File: src/rtl/exc_pkg.sv
package exc_pkg;

  localparam int MODE_W  = 5;
  localparam int NUM_SRC = 7;

  localparam logic [MODE_W-1:0] MD_USR = 5'h10;
  localparam logic [MODE_W-1:0] MD_FIQ = 5'h11;
  localparam logic [MODE_W-1:0] MD_IRQ = 5'h12;
  localparam logic [MODE_W-1:0] MD_SVC = 5'h13;
  localparam logic [MODE_W-1:0] MD_ABT = 5'h17;
  localparam logic [MODE_W-1:0] MD_UND = 5'h1B;

  // status word bit positions
  localparam int ST_T = 5;
  localparam int ST_F = 6;
  localparam int ST_I = 7;

  // priority slots, 0 is highest
  localparam int PRI_RST  = 0;
  localparam int PRI_DABT = 1;
  localparam int PRI_FIQ  = 2;
  localparam int PRI_IRQ  = 3;
  localparam int PRI_PABT = 4;
  localparam int PRI_UND  = 5;
  localparam int PRI_SWI  = 6;

  // encoding equals vector slot index
  typedef enum logic [2:0] {
    EX_RESET = 3'd0,
    EX_UNDEF = 3'd1,
    EX_SWI   = 3'd2,
    EX_PABT  = 3'd3,
    EX_DABT  = 3'd4,
    EX_RSVD  = 3'd5,
    EX_IRQ   = 3'd6,
    EX_FIQ   = 3'd7
  } exc_kind_e;

  function automatic exc_kind_e slot_kind(input int idx);
    exc_kind_e k;
    case (idx)
      PRI_RST:  k = EX_RESET;
      PRI_DABT: k = EX_DABT;
      PRI_FIQ:  k = EX_FIQ;
      PRI_IRQ:  k = EX_IRQ;
      PRI_PABT: k = EX_PABT;
      PRI_UND:  k = EX_UNDEF;
      default:  k = EX_SWI;
    endcase
    return k;
  endfunction

  function automatic logic [MODE_W-1:0] kind_mode(input exc_kind_e k);
    logic [MODE_W-1:0] m;
    case (k)
      EX_UNDEF:        m = MD_UND;
      EX_PABT, EX_DABT: m = MD_ABT;
      EX_IRQ:          m = MD_IRQ;
      EX_FIQ:          m = MD_FIQ;
      default:         m = MD_SVC;
    endcase
    return m;
  endfunction

endpackage

File: src/rtl/exc_arbiter.sv
module exc_arbiter
  import exc_pkg::*;
(
  input  logic               clk,
  input  logic               rst_q,
  input  logic [NUM_SRC-1:0] src_req,
  input  logic               irq_off,
  input  logic               fiq_off,
  input  logic               busy,
  output logic               take,
  output exc_kind_e          kind
);

  logic [NUM_SRC-1:0] qual;
  logic [NUM_SRC-1:0] grant;

  // masking and hold-off
  always_comb begin
    qual           = src_req;
    qual[PRI_FIQ]  = src_req[PRI_FIQ] & ~fiq_off;
    qual[PRI_IRQ]  = src_req[PRI_IRQ] & ~irq_off;
    if (busy) qual = '0;
  end

  // fixed priority pick, slot 0 first
  always_comb begin
    logic found;
    found = 1'b0;
    grant = '0;
    for (int i = 0; i < NUM_SRC; i++) begin
      if (qual[i] && !found) begin
        grant[i] = 1'b1;
        found    = 1'b1;
      end
    end
  end

  always_comb begin
    kind = EX_RESET;
    for (int i = 0; i < NUM_SRC; i++) begin
      if (grant[i]) kind = slot_kind(i);
    end
  end

  assign take = |grant;

  assert_single_grant_R5: assert property (@(posedge clk) disable iff (!rst_q)
    $onehot0(grant));

  assert_irq_masked_R6: assert property (@(posedge clk) disable iff (!rst_q)
    grant[PRI_IRQ] |-> !irq_off);

  assert_fiq_masked_R6: assert property (@(posedge clk) disable iff (!rst_q)
    grant[PRI_FIQ] |-> !fiq_off);

  assert_busy_blocks_R9: assert property (@(posedge clk) disable iff (!rst_q)
    busy |-> !take);

endmodule

File: src/rtl/exc_target.sv
module exc_target
  import exc_pkg::*;
#(
  parameter int              XLEN     = 32,
  parameter logic [XLEN-1:0] VEC_BASE = '0,
  parameter int              PC_AHEAD = 8
) (
  input  exc_kind_e         kind,
  input  logic [XLEN-1:0]   cur_pc,
  input  logic [XLEN-1:0]   cur_status,
  input  logic [MODE_W-1:0] cur_mode,
  output logic [MODE_W-1:0] tgt_mode,
  output logic [XLEN-1:0]   vec_addr,
  output logic [XLEN-1:0]   lnk_val,
  output logic [XLEN-1:0]   sav_val,
  output logic [XLEN-1:0]   sts_val,
  output logic              is_reset
);

  localparam logic [XLEN-1:0] RET_STD  = XLEN'(4) - XLEN'(PC_AHEAD);
  localparam logic [XLEN-1:0] RET_DABT = XLEN'(8) - XLEN'(PC_AHEAD);

  assign tgt_mode = kind_mode(kind);
  assign is_reset = (kind == EX_RESET);
  assign vec_addr = VEC_BASE + XLEN'({kind, 2'b00});
  assign lnk_val  = cur_pc + ((kind == EX_DABT) ? RET_DABT : RET_STD);
  assign sav_val  = {cur_status[XLEN-1:MODE_W], cur_mode};

  always_comb begin
    if (is_reset) begin
      sts_val = '0;
      sts_val[ST_F] = 1'b1;
    end else begin
      sts_val = cur_status;
      if (kind == EX_FIQ) sts_val[ST_F] = 1'b1;
    end
    sts_val[ST_I]         = 1'b1;
    sts_val[ST_T]         = 1'b0;
    sts_val[MODE_W-1:0]   = tgt_mode;
  end

endmodule

File: src/rtl/exc_entry_reg.sv
module exc_entry_reg
  import exc_pkg::*;
#(
  parameter int XLEN = 32
) (
  input  logic              clk,
  input  logic              rst_q,
  input  logic              take,
  input  logic              is_reset,
  input  logic [MODE_W-1:0] tgt_mode,
  input  logic [XLEN-1:0]   vec_addr,
  input  logic [XLEN-1:0]   lnk_val,
  input  logic [XLEN-1:0]   sav_val,
  input  logic [XLEN-1:0]   sts_val,
  output logic              pc_we,
  output logic              sts_we,
  output logic              sav_we,
  output logic              lnk_we,
  output logic              flush,
  output logic [MODE_W-1:0] mode_q,
  output logic [XLEN-1:0]   pc_q,
  output logic [XLEN-1:0]   lnk_q,
  output logic [XLEN-1:0]   sav_q,
  output logic [XLEN-1:0]   sts_q
);

  logic n_pc_we, n_sts_we, n_sav_we, n_lnk_we, n_flush;

  always_comb begin
    n_pc_we  = take;
    n_sts_we = take;
    n_flush  = take;
    n_sav_we = take & ~is_reset;
    n_lnk_we = take & ~is_reset;
  end

  always_ff @(posedge clk or negedge rst_q) begin
    if (!rst_q) begin
      pc_we  <= 1'b0;
      sts_we <= 1'b0;
      sav_we <= 1'b0;
      lnk_we <= 1'b0;
      flush  <= 1'b0;
    end else begin
      pc_we  <= n_pc_we;
      sts_we <= n_sts_we;
      sav_we <= n_sav_we;
      lnk_we <= n_lnk_we;
      flush  <= n_flush;
    end
  end

  // payload loads only on entry
  always_ff @(posedge clk or negedge rst_q) begin
    if (!rst_q) begin
      mode_q <= MD_SVC;
      pc_q   <= '0;
      lnk_q  <= '0;
      sav_q  <= '0;
      sts_q  <= '0;
    end else if (take) begin
      mode_q <= tgt_mode;
      pc_q   <= vec_addr;
      lnk_q  <= lnk_val;
      sav_q  <= sav_val;
      sts_q  <= sts_val;
    end
  end

endmodule

File: src/rtl/exc_entry_seq.sv
module exc_entry_seq
  import exc_pkg::*;
#(
  parameter int              XLEN     = 32,
  parameter logic [XLEN-1:0] VEC_BASE = '0,
  parameter int              PC_AHEAD = 8
) (
  input  logic              clk,
  input  logic              rst_n,
  input  logic              req_rst,
  input  logic              req_und,
  input  logic              req_swi,
  input  logic              req_pabt,
  input  logic              req_dabt,
  input  logic              req_irq,
  input  logic              req_fiq,
  input  logic [XLEN-1:0]   cur_pc,
  input  logic [XLEN-1:0]   cur_status,
  input  logic [MODE_W-1:0] cur_mode,
  output logic              pc_we,
  output logic [XLEN-1:0]   pc_data,
  output logic              sts_we,
  output logic [XLEN-1:0]   sts_data,
  output logic              sav_we,
  output logic [MODE_W-1:0] sav_mode,
  output logic [XLEN-1:0]   sav_data,
  output logic              lnk_we,
  output logic [MODE_W-1:0] lnk_mode,
  output logic [XLEN-1:0]   lnk_data,
  output logic [MODE_W-1:0] new_mode,
  output logic              flush
);

  localparam logic [XLEN-1:0] VEC_TOP = VEC_BASE + XLEN'(32);
  localparam logic [XLEN-1:0] VEC_FIQ = VEC_BASE + XLEN'(28);

  // reset: asserted asynchronously, released on a clock edge
  logic [1:0] rst_sync;
  logic       rst_q;

  always_ff @(posedge clk or negedge rst_n) begin
    if (!rst_n) rst_sync <= 2'b00;
    else        rst_sync <= {rst_sync[0], 1'b1};
  end
  assign rst_q = rst_sync[1];

  logic [NUM_SRC-1:0] src_req;
  always_comb begin
    src_req           = '0;
    src_req[PRI_RST]  = req_rst;
    src_req[PRI_DABT] = req_dabt;
    src_req[PRI_FIQ]  = req_fiq;
    src_req[PRI_IRQ]  = req_irq;
    src_req[PRI_PABT] = req_pabt;
    src_req[PRI_UND]  = req_und;
    src_req[PRI_SWI]  = req_swi;
  end

  logic              take;
  exc_kind_e         kind;
  logic [MODE_W-1:0] tgt_mode;
  logic [XLEN-1:0]   vec_addr, lnk_val, sav_val, sts_val;
  logic              is_reset;

  exc_arbiter u_arb (
    .clk     (clk),
    .rst_q   (rst_q),
    .src_req (src_req),
    .irq_off (cur_status[ST_I]),
    .fiq_off (cur_status[ST_F]),
    .busy    (flush),
    .take    (take),
    .kind    (kind)
  );

  exc_target #(.XLEN(XLEN), .VEC_BASE(VEC_BASE), .PC_AHEAD(PC_AHEAD)) u_tgt (
    .kind       (kind),
    .cur_pc     (cur_pc),
    .cur_status (cur_status),
    .cur_mode   (cur_mode),
    .tgt_mode   (tgt_mode),
    .vec_addr   (vec_addr),
    .lnk_val    (lnk_val),
    .sav_val    (sav_val),
    .sts_val    (sts_val),
    .is_reset   (is_reset)
  );

  exc_entry_reg #(.XLEN(XLEN)) u_reg (
    .clk      (clk),
    .rst_q    (rst_q),
    .take     (take),
    .is_reset (is_reset),
    .tgt_mode (tgt_mode),
    .vec_addr (vec_addr),
    .lnk_val  (lnk_val),
    .sav_val  (sav_val),
    .sts_val  (sts_val),
    .pc_we    (pc_we),
    .sts_we   (sts_we),
    .sav_we   (sav_we),
    .lnk_we   (lnk_we),
    .flush    (flush),
    .mode_q   (new_mode),
    .pc_q     (pc_data),
    .lnk_q    (lnk_data),
    .sav_q    (sav_data),
    .sts_q    (sts_data)
  );

  assign sav_mode = new_mode;
  assign lnk_mode = new_mode;

  assert_flush_single_R9: assert property (@(posedge clk) disable iff (!rst_q)
    flush |=> !flush);

  assert_vector_range_R1: assert property (@(posedge clk) disable iff (!rst_q)
    pc_we |-> (pc_data[1:0] == 2'b00) && (pc_data >= VEC_BASE) && (pc_data < VEC_TOP)
              && (pc_data != VEC_BASE + XLEN'(20)));

  assert_saved_upper_R3: assert property (@(posedge clk) disable iff (!rst_q)
    sav_we |-> sav_data[XLEN-1:MODE_W] == $past(cur_status[XLEN-1:MODE_W]));

  assert_fiq_masks_R7: assert property (@(posedge clk) disable iff (!rst_q)
    (sts_we && pc_data == VEC_FIQ) |-> (sts_data[ST_I] && sts_data[ST_F]));

  assert_reset_nosave_R8: assert property (@(posedge clk) disable iff (!rst_q)
    (pc_we && pc_data == VEC_BASE) |-> (!sav_we && !lnk_we));

endmodule

File: config.mk
export PLATFORM = sky130hd
export DESIGN_NAME = exc_entry_seq
export DESIGN_NICKNAME = d
export VERILOG_FILES = /design/src/rtl/exc_pkg.sv /design/src/rtl/exc_arbiter.sv /design/src/rtl/exc_target.sv /design/src/rtl/exc_entry_reg.sv /design/src/rtl/exc_entry_seq.sv
export SDC_FILE = /design/constraint.sdc
export NUM_CORES = 1
export LEC_CHECK = 0
export BUFFER_PORTS_ARGS = -buffer_cell sky130_fd_sc_hd__buf_2
export CORE_ASPECT_RATIO = 1.25
export CORE_MARGIN = 5
export CORE_UTILIZATION = 35
export CTS_CLUSTER_SIZE = 8
export DETAILED_ROUTE_END_ITERATION = 8
export MAX_ROUTING_LAYER = met4
export SYNTH_ARGS = -nofsm -noshare
export SYNTH_HDL_FRONTEND = slang
export SYNTH_SLANG_ARGS = --single-unit
export TNS_END_PERCENT = 1
File: constraint.sdc
create_clock -name clk -period 2.9 [get_ports clk]
set_input_delay 0.58 -clock clk [delete_from_list [all_inputs] [get_ports clk]]
set_output_delay 0.58 -clock clk [all_outputs]
set_load 0.005 [all_outputs]
---- Yosys cells after proc, flatten, opt, wreduce, memory -nomap -nowiden ----
Cells that the tools add are included.
word-level totals
  bits in registers ....................... 107
  bits of input ports ..................... 78
  output and inout bits ................... 148
  word-level logic and storage cells ...... 58
cells by class
  add/sub/neg operators ................... 1
  eq/ne operators ......................... 5
  multiplexer cells ....................... 23
  bitwise operators ....................... 6
  reduce and logical (&&, ||, !) cells .... 15
operators with widths
  cell                count
  $mux 32             2
  $add 32x32->32      1
  $mux 3              6
  $pmux 4 s4          1
  $mux 1              13
  $eq 3x3->1 const B  3
  $mux 7              1
  $reduce_or 7->1     1
  $logic_and 1x1->1   6
  $logic_not 1->1     6
  $and 1x1->1         3
  $eq 3x1->1 const B  1
  $eq 3x2->1 const B  1
  $logic_not 3->1     1
  $not 1->1           3
  $reduce_or 2->1     1

---- Depth between registers and ports, before layout ----
  depth after elaboration ................. 26
  gate-level depth with buffers ........... 10
  mapped depth without buffers ............ 10

---- Cells and area by module ----
A second synthesis with hierarchy kept.
unflattened totals
  cell total of the unflattened synthesis .. 673
  area total of the unflattened synthesis .. 8,034.0 um^2
by module, submodules not included
  module         times used  cells an instance  area an instance (um^2)  sequential area each (um^2)
  exc_entry_reg  1           287                5,255.0                  3,382.0
  exc_target     1           361                2,580.0                  0.0
  exc_entry_seq  1           13                 128.9                    50.0
  exc_arbiter    1           12                 70.1                     0.0

---- Worst setup path before layout ----
OpenSTA, ideal clock, no wires.
  path type ............................... input to register
  start point ............................. in req_rst
  end point ............................... reg u_reg.lnk_q[15]
  library setup time ...................... 0.120 ns
  arrival time ............................ 3.201 ns
  required time ........................... 2.780 ns
  slack ................................... -0.420 ns
  cell stages on the path ................. 10
  buffers on the path ..................... 1
  path through ............................ nor2_1 nand2_1 ha_1 buf_6 a21o_1 a211oi_2 nor3b_2 nor4_1 or3_1 a31o_1
between the ends
  longest elaborated chain between the ends .. 24
  elaborated cells on any way between the ends .. 35
  classes of those cells .................. 1 x add/sub; 1 x eq/ne; 20 x mux; 13 x reduce/logical
RTL lines
  element               line                 text
  start, declared       exc_entry_seq.sv:10  input logic req_rst,
  $mux 7 *              exc_arbiter.sv:22    if (busy) qual = '0;
  $mux 1 *              exc_arbiter.sv:31    if (qual[i] && !found) begin
  $logic_not 1->1       exc_arbiter.sv:31
  $logic_and 1x1->1     exc_arbiter.sv:31
  $mux 1                exc_arbiter.sv:31
  $logic_not 1->1       exc_arbiter.sv:31
  $logic_and 1x1->1     exc_arbiter.sv:31
  $mux 1                exc_arbiter.sv:31
  [... 8 more ...]      n/a
  $mux 1                exc_arbiter.sv:31
  $logic_not 1->1       exc_arbiter.sv:31
  $logic_and 1x1->1     exc_arbiter.sv:31
  $mux 1                exc_arbiter.sv:31
  $mux 3                exc_arbiter.sv:41    if (grant[i]) kind = slot_kind(i);
  $eq 3x3->1            exc_target.sv:26     assign lnk_val = cur_pc + ((kind == EX_DABT) ? RET_DABT : RET_STD);
  $mux 32               exc_target.sv:26
  $add 32x32->32        exc_target.sv:26
  end signal, assigned  exc_entry_reg.sv:64  lnk_q <= lnk_val;
  end, declared         exc_entry_reg.sv:22  output logic [XLEN-1:0] lnk_q,
Mark *: on every way between the ends. The rest lies on a longest branch, timed or not.
A chain may end at the register's enable or synchronous reset.

==> flow_metrics.tcl <==
set metrics [dict create \
    status "finished clean" \
    coreArea_um2 16800 \
    grt_max_degree 102 \
    fin_ws_ns 0.223 \
    crit_type "reg2reg" \
    grt_overflow 0 \
    grt_pass1_vias 5437 \
    fin_nets 990 \
    die_x_um 127 \
    syn-instance-count 653 \
    slew_headroom 0.622 \
    syn_to_final_growth_pct 29.8 \
    dp_hpwl_um 13000 \
    die_h_um 156 \
    wl_per_cell_um 15.2 \
    cts_root_buffer "clkbuf_16" \
    synth_edf_count 0 \
    synthTopCellsByArea "dfrtp_1, nand2_1, ha_1" \
    clockBufferDepth 2 \
    io_pins 226 \
    fmax_ghz 0.374 \
    period_share 0.923 \
    fin_skew_ns 0.0103 \
    worst_pin_slew_ns 0.566 \
    worstPathRequired_ns 3.17 \
    maxCapViolCount 0 \
    postCtsSetupBuffers 0 \
    min_period_ns 2.68 \
    rsz0062_at_grt "no" \
    seq_area_frac_synth 0.432 \
    grt_use_total 0.176 \
    grt_pass1_wl_um 27300 \
    syn_area_per_cell_um2 9.14 \
    synth_seq_cells 103 \
    num_vias 5346 \
    startpoint_type "register" \
    vias_per_cell 4.83 \
    yosysUniqueCellTypes 71 \
    cts_tree "done" \
    placed_area_um2 7420 \
    antenna_cells 0 \
    cts.clk_slew.worst_paths_ns 0.08 \
    antenna_found_initial 0 \
    final_cell_area_um2 7750 \
    drc 0 \
    synth.largest_area_cell "dfrtp_1" \
    cp.arrival_ns 2.95 \
    slew_viol_final 0 \
    yosys_warnings 0 \
    synthesis.area_um2 5970 \
    crit_path_end_kind "register" \
    initial_core_util 0.356 \
    gp_congestion 0.878 \
    p_leak_nw 3.95 \
    hold_viol 0 \
    r2r_slack_ns 0.22 \
    min_path_type "reg2reg" \
    path_max_fanout 21 \
    powerDensity_nw_per_um2 683 \
    cts_inserted_buffers 9 \
    synth_top_area_share 0.423 \
    clock-sinks 103 \
    power_mw 5.29 \
    io_buffers 187 \
    finalWirelength_um 16800 \
    clock_latency_ns 0.35 \
    die_area_um2 19800 \
    htreeDepth 3 \
    ant_nets 0 \
    ir_drop_v 0.000370 \
    dp_slack_ns -0.0918 \
    async_flop_share 1.00 \
    final_util 0.462 \
    drt_iter0_drc 297 \
    ys.flop_type "dfrtp_1" \
    setup_viol 0 \
    drt-pass1-iter-count 4 \
    placement_rows 53 \
    drive_gt1_frac 0.344 \
]
path summary, 6_finish.rpt:
check / from / endpoint / cells past startpoint
worst max register to register: u_reg.pc_we / u_reg.lnk_q[25] / 10
max in group asynchronous: rst_sync[1] / u_reg.mode_q[1] / 1
worst min-delay path: rst_sync[0] / rst_sync[1] / 0
min in group asynchronous: rst_sync[1] / u_reg.sav_q[19] / 1
worst max-delay path: u_reg.pc_we / u_reg.lnk_q[25] / 10
worst min register to register: rst_sync[0] / rst_sync[1] / 0
layout make-up:
cell class	instances	area [um2]
fillers	1677	9030
multi-input cells	499	3010
flip-flops and latches	103	2580
repair buffers	261	1540
well taps	220	275
clock buffers	9	225
clock inverters	7	86.3
inverters	7	26.3
layout by cell type, fill, tap and decap left out, types with 5 or more instances in the layout:
master	synthesis	layout
a211oi_1	5	5
a21o_1	12	11
a21oi_1	36	36
a22o_1	24	24
buf_2	14	187
buf_4	49	69
clkbuf_16	0	9
conb_1	2	34
dfrtp_1	101	100
ha_1	30	30
inv_1	6	6
nand2_1	163	162
nand3_1	16	16
nand4_1	6	6
nor2_1	21	21
nor3_1	13	13
o21a_1	8	8
o21ai_0	29	29
xnor2_1	10	10
xor2_1	8	8
registers in the layout (all words and copies together) (netlist names):
register      flops
u_reg.sav_q      32
u_reg.lnk_q      32
u_reg.mode_q      2
u_reg.sav_we      1
u_reg.pc_q        3
u_reg.sts_q      30
u_reg.pc_we       1
rst_sync          2
logic make-up (layout without fill, tap and decap cells):
kind of cell | Yosys count | in the layout | synth area share
simple gates | 252 | 252 | 0.186
compound gates | 164 | 164 | 0.201
fa+ha+maj | 31 | 31 | 0.0662
other cells | 2 | 34 | 0.00126
xor+xnor | 18 | 18 | 0.0264
buf+inv | 83 | 284 | 0.0872
flops | 103 | 103 | 0.432
synth_stat cells, types with 8 or more instances:
library cell and n:
xor2_1 8, xnor2_1 10, dfrtp_1 101, a21oi_1 36
buf_4 49, o21ai_0 29, o21a_1 8, nor2_1 21
nand2_1 163, a22o_1 24, nand3_1 16, nor3_1 13
buf_2 14, clkbuf_1 11, a21o_1 12, ha_1 30
per-stage QoR:
stage                     hold slack (ns)  setup TNS [ns]  std cells
after floorplan                     0.284          -0.222        685
after global placement              0.337          -0.273       1089
after detailed placement            0.361          -0.555       1089
after CTS                           0.381               0       1106
after global routing                0.389               0       1106
final                               0.371               0       1106
worst max-delay path: stages, from the launching register on:
cell and delay [ns]:
dfrtp_1 0.38, nor2_1 0.16, nand2_2 0.09, buf_12 0.16, ha_1 0.39, a21oi_1 0.09, o21a_1 0.24, a211o_1 0.36
o21a_1 0.25, a2111o_1 0.38, o211ai_1 0.08
timing repair:
action | CTS | global route
endpoints found under the setup margin | 0 | 1
hold endpoints to repair | 2 | 0
hold buffers | 1 | 0
resized for setup | 0 | 1
metal layers:
metal | vias to the layer above | GRT usage | routed length, um
met4 | 0 | 0.0501 | 208
li1 | 2676 | - | -
met3 | 13 | 0.0257 | 879
met2 | 148 | 0.311 | 8690
met1 | 2509 | 0.208 | 7030
met5 | - | - | 0
report_power, final:
group	internal, mW	switching, mW
registers	1.84	0.214
clock network	0.621	0.634
logic	0.922	1.06
total	3.39	1.91
Power figures use the tool's default switching activity.
